`config.mk`:
```
export PLATFORM = sky130hd
export DESIGN_NAME = coef_stage_bank
export DESIGN_NICKNAME = d
export VERILOG_FILES = /design/src/rtl/coef_bank_pkg.sv /design/src/rtl/coef_wr_decode.sv /design/src/rtl/coef_channel.sv /design/src/rtl/coef_clear_reg.sv /design/src/rtl/coef_stage_bank.sv
export SDC_FILE = /design/constraint.sdc
export NUM_CORES = 2
export LEC_CHECK = 0
export ABC_CLOCK_PERIOD_IN_PS = 6620
export BUFFER_PORTS_ARGS = -buffer_cell sky130_fd_sc_hd__buf_2
export CAP_MARGIN = 20
export CORE_MARGIN = 5
export CORE_UTILIZATION = 50
export DETAILED_ROUTE_END_ITERATION = 8
export PLACE_DENSITY_LB_ADDON = 0.05
export SYNTH_ARGS = -nofsm -noshare
export SYNTH_HDL_FRONTEND = slang
export SYNTH_SLANG_ARGS = --single-unit
```
`constraint.sdc`:
```
create_clock -name clk -period 6.62 [get_ports clk]
set_input_delay 0.993 -clock clk [delete_from_list [all_inputs] [get_ports clk]]
set_output_delay 0.993 -clock clk [all_outputs]
set_load 0.05 [all_outputs]
```
`src/rtl/coef_bank_pkg.sv`:
```
package coef_bank_pkg;
    localparam int WORD_W      = 16;
    localparam int AMP_WORDS   = 9;
    localparam int PH_WORDS    = 6;
    localparam int TOTAL_WORDS = AMP_WORDS + PH_WORDS;
    localparam int IDX_W       = 4;
    localparam int SHIFT_WORD  = TOTAL_WORDS - 1;
    localparam int SHIFT_W     = 4;
    localparam int PH_LSB_W    = 2;
    localparam int KEEP_W      = SHIFT_W + PH_LSB_W;
    localparam int PH_OFF_W    = WORD_W + PH_LSB_W;

    typedef logic [WORD_W-1:0] word_t;

    typedef struct packed {
        word_t [TOTAL_WORDS-1:0] pend;
        word_t [TOTAL_WORDS-1:0] act;
        logic                    ld_b;
        logic                    ld_c;
    } chan_state_t;
endpackage

```
`src/rtl/coef_wr_decode.sv`:
```
module coef_wr_decode
    import coef_bank_pkg::*;
#(
    parameter int NUM_CH = 4,
    parameter int CH_W   = 2
) (
    input  logic                                  wr_en,
    input  logic [CH_W-1:0]                       wr_chan,
    input  logic [IDX_W-1:0]                      wr_idx,
    input  logic                                  trig_b_valid,
    input  logic [NUM_CH-1:0]                     trig_b_mask,
    input  logic                                  trig_c_valid,
    input  logic [NUM_CH-1:0]                     trig_c_mask,
    output logic [NUM_CH-1:0][TOTAL_WORDS-1:0]    word_we,
    output logic [NUM_CH-1:0]                     commit_b,
    output logic [NUM_CH-1:0]                     commit_c
);
    always_comb begin
        for (int c = 0; c < NUM_CH; c++) begin
            for (int w = 0; w < TOTAL_WORDS; w++) begin
                word_we[c][w] = wr_en && (wr_chan == CH_W'(c)) && (wr_idx == IDX_W'(w));
            end
        end
        commit_b = trig_b_valid ? trig_b_mask : '0;
        commit_c = trig_c_valid ? trig_c_mask : '0;
    end
endmodule

```
`src/rtl/coef_channel.sv`:
```
module coef_channel
    import coef_bank_pkg::*;
(
    input  logic                    clk,
    input  logic                    rst_n,
    input  logic [TOTAL_WORDS-1:0]  word_we,
    input  word_t                   wr_data,
    input  logic                    commit_b,
    input  logic                    commit_c,
    output word_t [TOTAL_WORDS-1:0] pend_o,
    output word_t [TOTAL_WORDS-1:0] act_o,
    output logic                    ld_b_o,
    output logic                    ld_c_o
);
    localparam word_t KEEP_MASK = word_t'((1 << KEEP_W) - 1);

    chan_state_t st_d, st_q;

    always_comb begin
        st_d      = st_q;
        st_d.ld_b = commit_b;
        st_d.ld_c = commit_c;
        for (int w = 0; w < TOTAL_WORDS; w++) begin
            if (word_we[w]) begin
                st_d.pend[w] = (w == SHIFT_WORD) ? (wr_data & KEEP_MASK) : wr_data;
            end
        end
        for (int w = 0; w < TOTAL_WORDS; w++) begin
            if (w < AMP_WORDS) begin
                if (commit_b) st_d.act[w] = st_q.pend[w];
            end else begin
                if (commit_c) st_d.act[w] = st_q.pend[w];
            end
        end
    end

    always_ff @(posedge clk) begin
        if (!rst_n) st_q <= '0;
        else        st_q <= st_d;
    end

    assign pend_o = st_q.pend;
    assign act_o  = st_q.act;
    assign ld_b_o = st_q.ld_b;
    assign ld_c_o = st_q.ld_c;
endmodule

```
`src/rtl/coef_clear_reg.sv`:
```
module coef_clear_reg #(
    parameter int NUM_CH = 4
) (
    input  logic              clk,
    input  logic              rst_n,
    input  logic              clr_wr,
    input  logic [NUM_CH-1:0] clr_data,
    output logic [NUM_CH-1:0] ch_enable_o
);
    typedef struct packed {
        logic [NUM_CH-1:0] clr;
    } clr_state_t;

    clr_state_t cs_d, cs_q;

    always_comb begin
        cs_d = cs_q;
        if (clr_wr) cs_d.clr = clr_data;
    end

    always_ff @(posedge clk) begin
        if (!rst_n) cs_q.clr <= '1;
        else        cs_q     <= cs_d;
    end

    assign ch_enable_o = ~cs_q.clr;
endmodule

```
`src/rtl/coef_stage_bank.sv`:
```
module coef_stage_bank
    import coef_bank_pkg::*;
#(
    parameter int NUM_CH = 4,
    localparam int CH_W  = (NUM_CH > 1) ? $clog2(NUM_CH) : 1
) (
    input  logic                     clk,
    input  logic                     rst_n,
    input  logic                     wr_en,
    input  logic [CH_W-1:0]          wr_chan,
    input  logic [IDX_W-1:0]         wr_idx,
    input  logic [WORD_W-1:0]        wr_data,
    input  logic                     trig_b_valid,
    input  logic [NUM_CH-1:0]        trig_b_mask,
    input  logic                     trig_c_valid,
    input  logic [NUM_CH-1:0]        trig_c_mask,
    input  logic                     clr_wr,
    input  logic [NUM_CH-1:0]        clr_data,
    input  logic [CH_W-1:0]          rd_chan,
    input  logic [IDX_W-1:0]         rd_idx,
    output logic [WORD_W-1:0]        rd_data,
    output logic [NUM_CH-1:0]        load_b_o,
    output logic [NUM_CH-1:0]        load_c_o,
    output logic [NUM_CH-1:0]        ch_enable_o,
    output logic [NUM_CH*16-1:0]     amp_offset_o,
    output logic [NUM_CH*32-1:0]     amp_lin_o,
    output logic [NUM_CH*48-1:0]     amp_quad_o,
    output logic [NUM_CH*48-1:0]     amp_cub_o,
    output logic [NUM_CH*PH_OFF_W-1:0] ph_off_o,
    output logic [NUM_CH*32-1:0]     ph_ftw_o,
    output logic [NUM_CH*32-1:0]     ph_chirp_o,
    output logic [NUM_CH*SHIFT_W-1:0] ph_shift_o
);
    logic [NUM_CH-1:0][TOTAL_WORDS-1:0] word_we;
    logic [NUM_CH-1:0]                  commit_b, commit_c;
    word_t [NUM_CH-1:0][TOTAL_WORDS-1:0] pend_all, act_all;

    coef_wr_decode #(.NUM_CH(NUM_CH), .CH_W(CH_W)) u_dec (
        .wr_en        (wr_en),
        .wr_chan      (wr_chan),
        .wr_idx       (wr_idx),
        .trig_b_valid (trig_b_valid),
        .trig_b_mask  (trig_b_mask),
        .trig_c_valid (trig_c_valid),
        .trig_c_mask  (trig_c_mask),
        .word_we      (word_we),
        .commit_b     (commit_b),
        .commit_c     (commit_c)
    );

    for (genvar c = 0; c < NUM_CH; c++) begin : g_ch
        coef_channel u_ch (
            .clk      (clk),
            .rst_n    (rst_n),
            .word_we  (word_we[c]),
            .wr_data  (wr_data),
            .commit_b (commit_b[c]),
            .commit_c (commit_c[c]),
            .pend_o   (pend_all[c]),
            .act_o    (act_all[c]),
            .ld_b_o   (load_b_o[c]),
            .ld_c_o   (load_c_o[c])
        );

        assign amp_offset_o[c*16 +: 16] = act_all[c][0];
        assign amp_lin_o[c*32 +: 32]    = {act_all[c][2], act_all[c][1]};
        assign amp_quad_o[c*48 +: 48]   = {act_all[c][5], act_all[c][4], act_all[c][3]};
        assign amp_cub_o[c*48 +: 48]    = {act_all[c][8], act_all[c][7], act_all[c][6]};
        assign ph_off_o[c*PH_OFF_W +: PH_OFF_W] =
            {act_all[c][AMP_WORDS], act_all[c][SHIFT_WORD][SHIFT_W +: PH_LSB_W]};
        assign ph_ftw_o[c*32 +: 32]     = {act_all[c][11], act_all[c][10]};
        assign ph_chirp_o[c*32 +: 32]   = {act_all[c][13], act_all[c][12]};
        assign ph_shift_o[c*SHIFT_W +: SHIFT_W] = act_all[c][SHIFT_WORD][SHIFT_W-1:0];
    end

    coef_clear_reg #(.NUM_CH(NUM_CH)) u_clr (
        .clk         (clk),
        .rst_n       (rst_n),
        .clr_wr      (clr_wr),
        .clr_data    (clr_data),
        .ch_enable_o (ch_enable_o)
    );

    always_comb begin
        rd_data = '0;
        for (int w = 0; w < TOTAL_WORDS; w++) begin
            if (rd_idx == IDX_W'(w)) rd_data = pend_all[rd_chan][w];
        end
    end
endmodule

```
======== Word level (Yosys, flattened, before mapping) ========
Cells that the tools add are included.
W data, S select, Z words.
operators by class
  eq/ne operators ......................... 31
  magnitude comparators ................... 1
  bitwise gates (word level) .............. 1
  reductions and logical operators ........ 67
  muxes and demuxes ....................... 19
operators by type and width
  operator              number
  $bmux W240 S2         1
  $mux W16              15
  $mux W240             1
  $logic_and A1 B1 Y1   64
  $eq A4 B4 Y1 const B  14
  $eq A4 B3 Y1 const B  8
  $eq A4 B2 Y1 const B  4
  $eq A4 B1 Y1 const B  2
  $logic_not A4 Y1      2
  $mux W4               2
  $eq A2 B2 Y1 const B  2
  $not A4 Y4            1
  $lt A2 B3 Y1 const B  1
  $eq A2 B1 Y1 const B  1
  $logic_not A2 Y1      1
word-level totals
  word-level logic and storage cells ...... 248
  input port bits ......................... 46
  register bits after elaboration ......... 1,852
  output and inout bits ................... 948

======== Longest topological paths before layout ========
  word-level depth ........................ 17
  gate-level depth with buffers ........... 11
  mapped depth without buffers ............ 6

======== Hierarchy ========
From an unflattened synthesis, not the netlist that was laid out.
unflattened totals
  cells, all modules ...................... 6,915
  area total of the unflattened synthesis .. 79,097.1 sq um
by module, submodules not included
  module           times used  cells an instance  seq. area each (sq um)  area each (sq um)
  coef_channel     4           1,527              9,248.9                 17,576.9
  coef_stage_bank  1           694                0.0                     8,142.8
  coef_wr_decode   1           96                 0.0                     499.2
  coef_clear_reg   1           17                 80.1                    147.6

======== Worst setup path after synthesis ========
Ideal clock, no wire load.
  kind .................................... input port to output port
  from .................................... input port rd_chan[1]
  to ...................................... output port rd_data[9]
  setup slack ............................. 2,241 ps
  path buffers ............................ 4
  stages on the path ...................... 7
  required time ........................... 5,627 ps
  arrival time ............................ 3,386 ps
  path through ............................ buf_2 buf_2 clkbuf_1 buf_2 mux4_2 o22ai_1 a211oi_1
between the ends
  longest elaborated chain between the ends .. 17
ends and longest elaborated chain
  element                            RTL line               RTL
  from (decl)                        coef_stage_bank.sv:19  input logic [CH_W-1:0] rd_chan,
  $bmux W240 S2 *                    coef_stage_bank.sv:87  if (rd_idx == IDX_W'(w)) rd_data = pend_all[rd_chan][w];
  $mux W240 (not written as such) *  coef_stage_bank.sv:87
  $mux W16 (14 in a row)             coef_stage_bank.sv:87
  $mux W16 *                         coef_stage_bank.sv:87
  to (decl)                          coef_stage_bank.sv:21  output logic [WORD_W-1:0] rd_data,
Every way passes the cells marked *; elsewhere a longest branch is shown, timed or not. The select of a mux whose other input is x is not followed.

======== Worst setup path in the final report ========
  from .................................... input port rd_idx[0]
  to ...................................... output port rd_data[10]
between the ends
  longest elaborated chain between the ends .. 16
  elaborated cells on any way between the ends .. 30
  those cells by class .................... 14 x eq/ne; 15 x mux; 1 x reduce/logical
ends and longest elaborated chain
  element                 RTL line               RTL
  from (decl)             coef_stage_bank.sv:20  input logic [IDX_W-1:0] rd_idx,
  $logic_not A4 Y1        coef_stage_bank.sv:87
  $mux W16 (14 in a row)  coef_stage_bank.sv:87
  $mux W16 *              coef_stage_bank.sv:87
Every way passes the cells marked *; elsewhere a longest branch is shown, timed or not.

==> impl_metrics.toml <==
[status]
outcome = "completed"

[floorplan]
io_pins = 994
start_util_pct = 50.1
core_area_um2 = 151000
dieArea_um2 = 160000
die_height_um = 399
die_width_um = 399
rows = 143

[layout]
final_cell_mix = "nand2_1, dfxtp_1, a21boi_0, buf_2, mux4_2"
fin_nets = 9535
final_common_cell = "nand2_1"
syn_to_final_growth_pct = 16.0
drive_above_1_share_pct = 17.2

[worst_hold_path]
hold_class = "in -> reg"

[clocking]
cts_buffers = 191
cts_resized = 0
htree_levels = 4
root_buffer = "clkbuf_16"
cts_max_path_buffers = 3
cts_hold_buf = 0
cts_tree = "done"
post-cts-setup-buffers = 0
cts_sinks = 1852
clk_pin_slew_ns = 0.06
clkLatencyLatePin_ns = 0.85

[sta]
period_minus_slack_ns = 5.59
rsz0062_at_grt = "false"
fmax_ghz = 0.179
hold_viol = 0
finalMaxSlewViolations = 0
maxSlewHeadroom_pct = 14.7
worstMarginPinSlew_ns = 1.28
timing.final.crit_share_pct = 84.5
whs_ns = 0.358
fin_worst_skew_ns = 0.0396
setup_viol = 0
setup_tns_ns = 0

[synthesis]
synth_edf_count = 0
synth_top_area_cell = "dfxtp_1"
ys_warn_count = 0
synth.area.top_cells = "dfxtp_1, nand2_1, a21boi_0"
netlist-cell-type-count = 55
synth_area_um2 = 75800
synth_nets = 8955
synth.avg_cell_area_um2 = 8.51
dominantRegCellSynth = "dfxtp_1"
synthCells = 8909
postSynth.asyncResetShare_pct = 0
ys_ff_latch = 1852
yosysSeqAreaShare_pct = 48.9
synth_top_area_share_pct = 48.9

[setup_path]
required_ns = 5.63
crit_arrival_ns = 4.60
crit_type = "in -> out"
startpoint_type = "input port"
cp-end-kind = "primary output"
cp_max_fo = 32

[global_route]
grt.overflow.total = 0
grt_start_max_net_pins = 235
grt_pass1_wl_um = 479000
grt_pass1_vias = 64400
antenna_found_initial = 48
grt_usage_pct = 41.4

[power_and_ir_drop]
p_sw_share_pct = 24.3
power_frac_comb_pct = 5.5
intPower_mw = 17.6
power_density_nw_per_um2 = 264
power.share.sequential_pct = 48.3
vdd_drop_max_v = 0.000213
clock_power_share_pct = 46.3
p_leak_nw = 31.6
p_switching_mw = 5.64

[routing]
highest_layer = "met5"
wl_met2_um = 149000
vias_per_cell = 5.96
drc_errors = 0
dr.pass1.iters = 6
met1Wirelength_um = 132000
wl_met3_um = 41200
routedWlPerCell_um = 29.5
num_vias = 69700
routed_wirelength_um = 345000
ant_nets = 0
drt_iter0_markers = 8597

[run]
drv_cap = 0

[placement]
dp_hpwl_um = 248000
io_buffers = 993
gp_routability_congestion = 0.978
-- cells in the mapped netlist (6+ instances only) --
cell	n
clkbuf_1	621
a21boi_0	1798
a31oi_1	8
mux2i_1	43
nor3_1	15
inv_1	6
buf_6	11
a21oi_1	37
o211ai_1	11
a211oi_1	6
a22oi_1	30
o22ai_1	16
buf_4	21
nand3_1	31
o21ai_0	57
mux4_2	218
buf_1	35
nor2_1	107
a21boi_1	42
dfxtp_1	1852
buf_2	48
and2_1	11
nand2b_1	8
nor2b_1	12
nand2_1	3800
and3_1	11
-- sequential cells by signal, summed over array words and instances, names as in the netlist --
signal / flops
g_ch.u_ch.pend_o: 920
g_ch.u_ch.ld_c_o: 4
g_ch.u_ch.act_o: 920
g_ch.u_ch.ld_b_o: 4
u_clr.cs_q: 4
-- final timing paths --
kind	depth (start not counted)	endpoint	slack [ns]	start
setup / recovery	8	rd_data[10]	1.03	rd_idx[0]
hold / removal	3	u_clr.cs_q[3]	0.36	clr_data[3]
setup reg to reg	2	g_ch[1].u_ch.act_o[88]	5.52	g_ch[1].u_ch.pend_o[88]
hold reg to reg	2	g_ch[3].u_ch.act_o[67]	0.46	g_ch[3].u_ch.act_o[67]
-- final cells by class --
cell class | instances | area [um2]
repair buffers | 1125 | 6210
flip-flops and latches | 1852 | 37100
diodes | 27 | 67.6
clock buffers | 304 | 5750
multi-input cells | 6312 | 35800
inverters | 7 | 26.3
clock inverters | 35 | 458
well taps | 2030 | 2540
fillers | 13900 | 63400
-- cells by family (layout without fill, tap and decap cells) --
logic type             Yosys count  in the layout  synth area share, %
AOI/OAI and AO/OA             2034           2034                 19.8
buffers and inverters          745           1471                 4.02
DFF                           1852           1852                 48.9
muxes                          265            265                 7.10
other                            0             27                    0
and+or+nand+nor               4013           4013                 20.2
-- power by group through the flow --
| stage | sequential [mW] | combinational, mW | clock, mW |
|---|---|---|---|
| floorplan | 11.5 | 0.774 | 0 |
| global placement | 11.5 | 1.22 | 0 |
| detailed placement | 11.5 | 1.22 | 0 |
| CTS | 11.2 | 1.22 | 10.8 |
| global route | 11.2 | 1.29 | 11.2 |
| finish | 11.2 | 1.27 | 10.8 |
-- stage by stage --
step           utilization (%)  worst slack (ns)  power, mW  cell area [um2]  cells
2_1_floorplan                -              2.24       12.2            75800   8909
3_3_place_gp              53.8              1.24       12.7            81500  11300
3_5_place_dp              53.9              1.21       12.7            81600  11300
4_1_cts                   58.0              1.20       23.3            87800  11700
5_1_grt                   58.1              1.10       23.8            87900  11700
6_report                  58.1              1.03       23.3            87900  11700
-- critical path, cell delays in order --
cell and delay (ns):
buf_2 0.62, nand2b_1 0.52, nor2_1 0.51, a22oi_1 0.15, a211oi_1 0.39, o21ai_0 0.29
a31oi_1 0.70, buf_2 0.40
-- layer usage --
layer	track usage (%)	vias up
met3	13.1	1061
met4	22.8	32
li1	-	30600
met5	0	-
met1	52.8	33900
met2	62.5	4229
No activity file was read; power rests on OpenSTA's default activity.
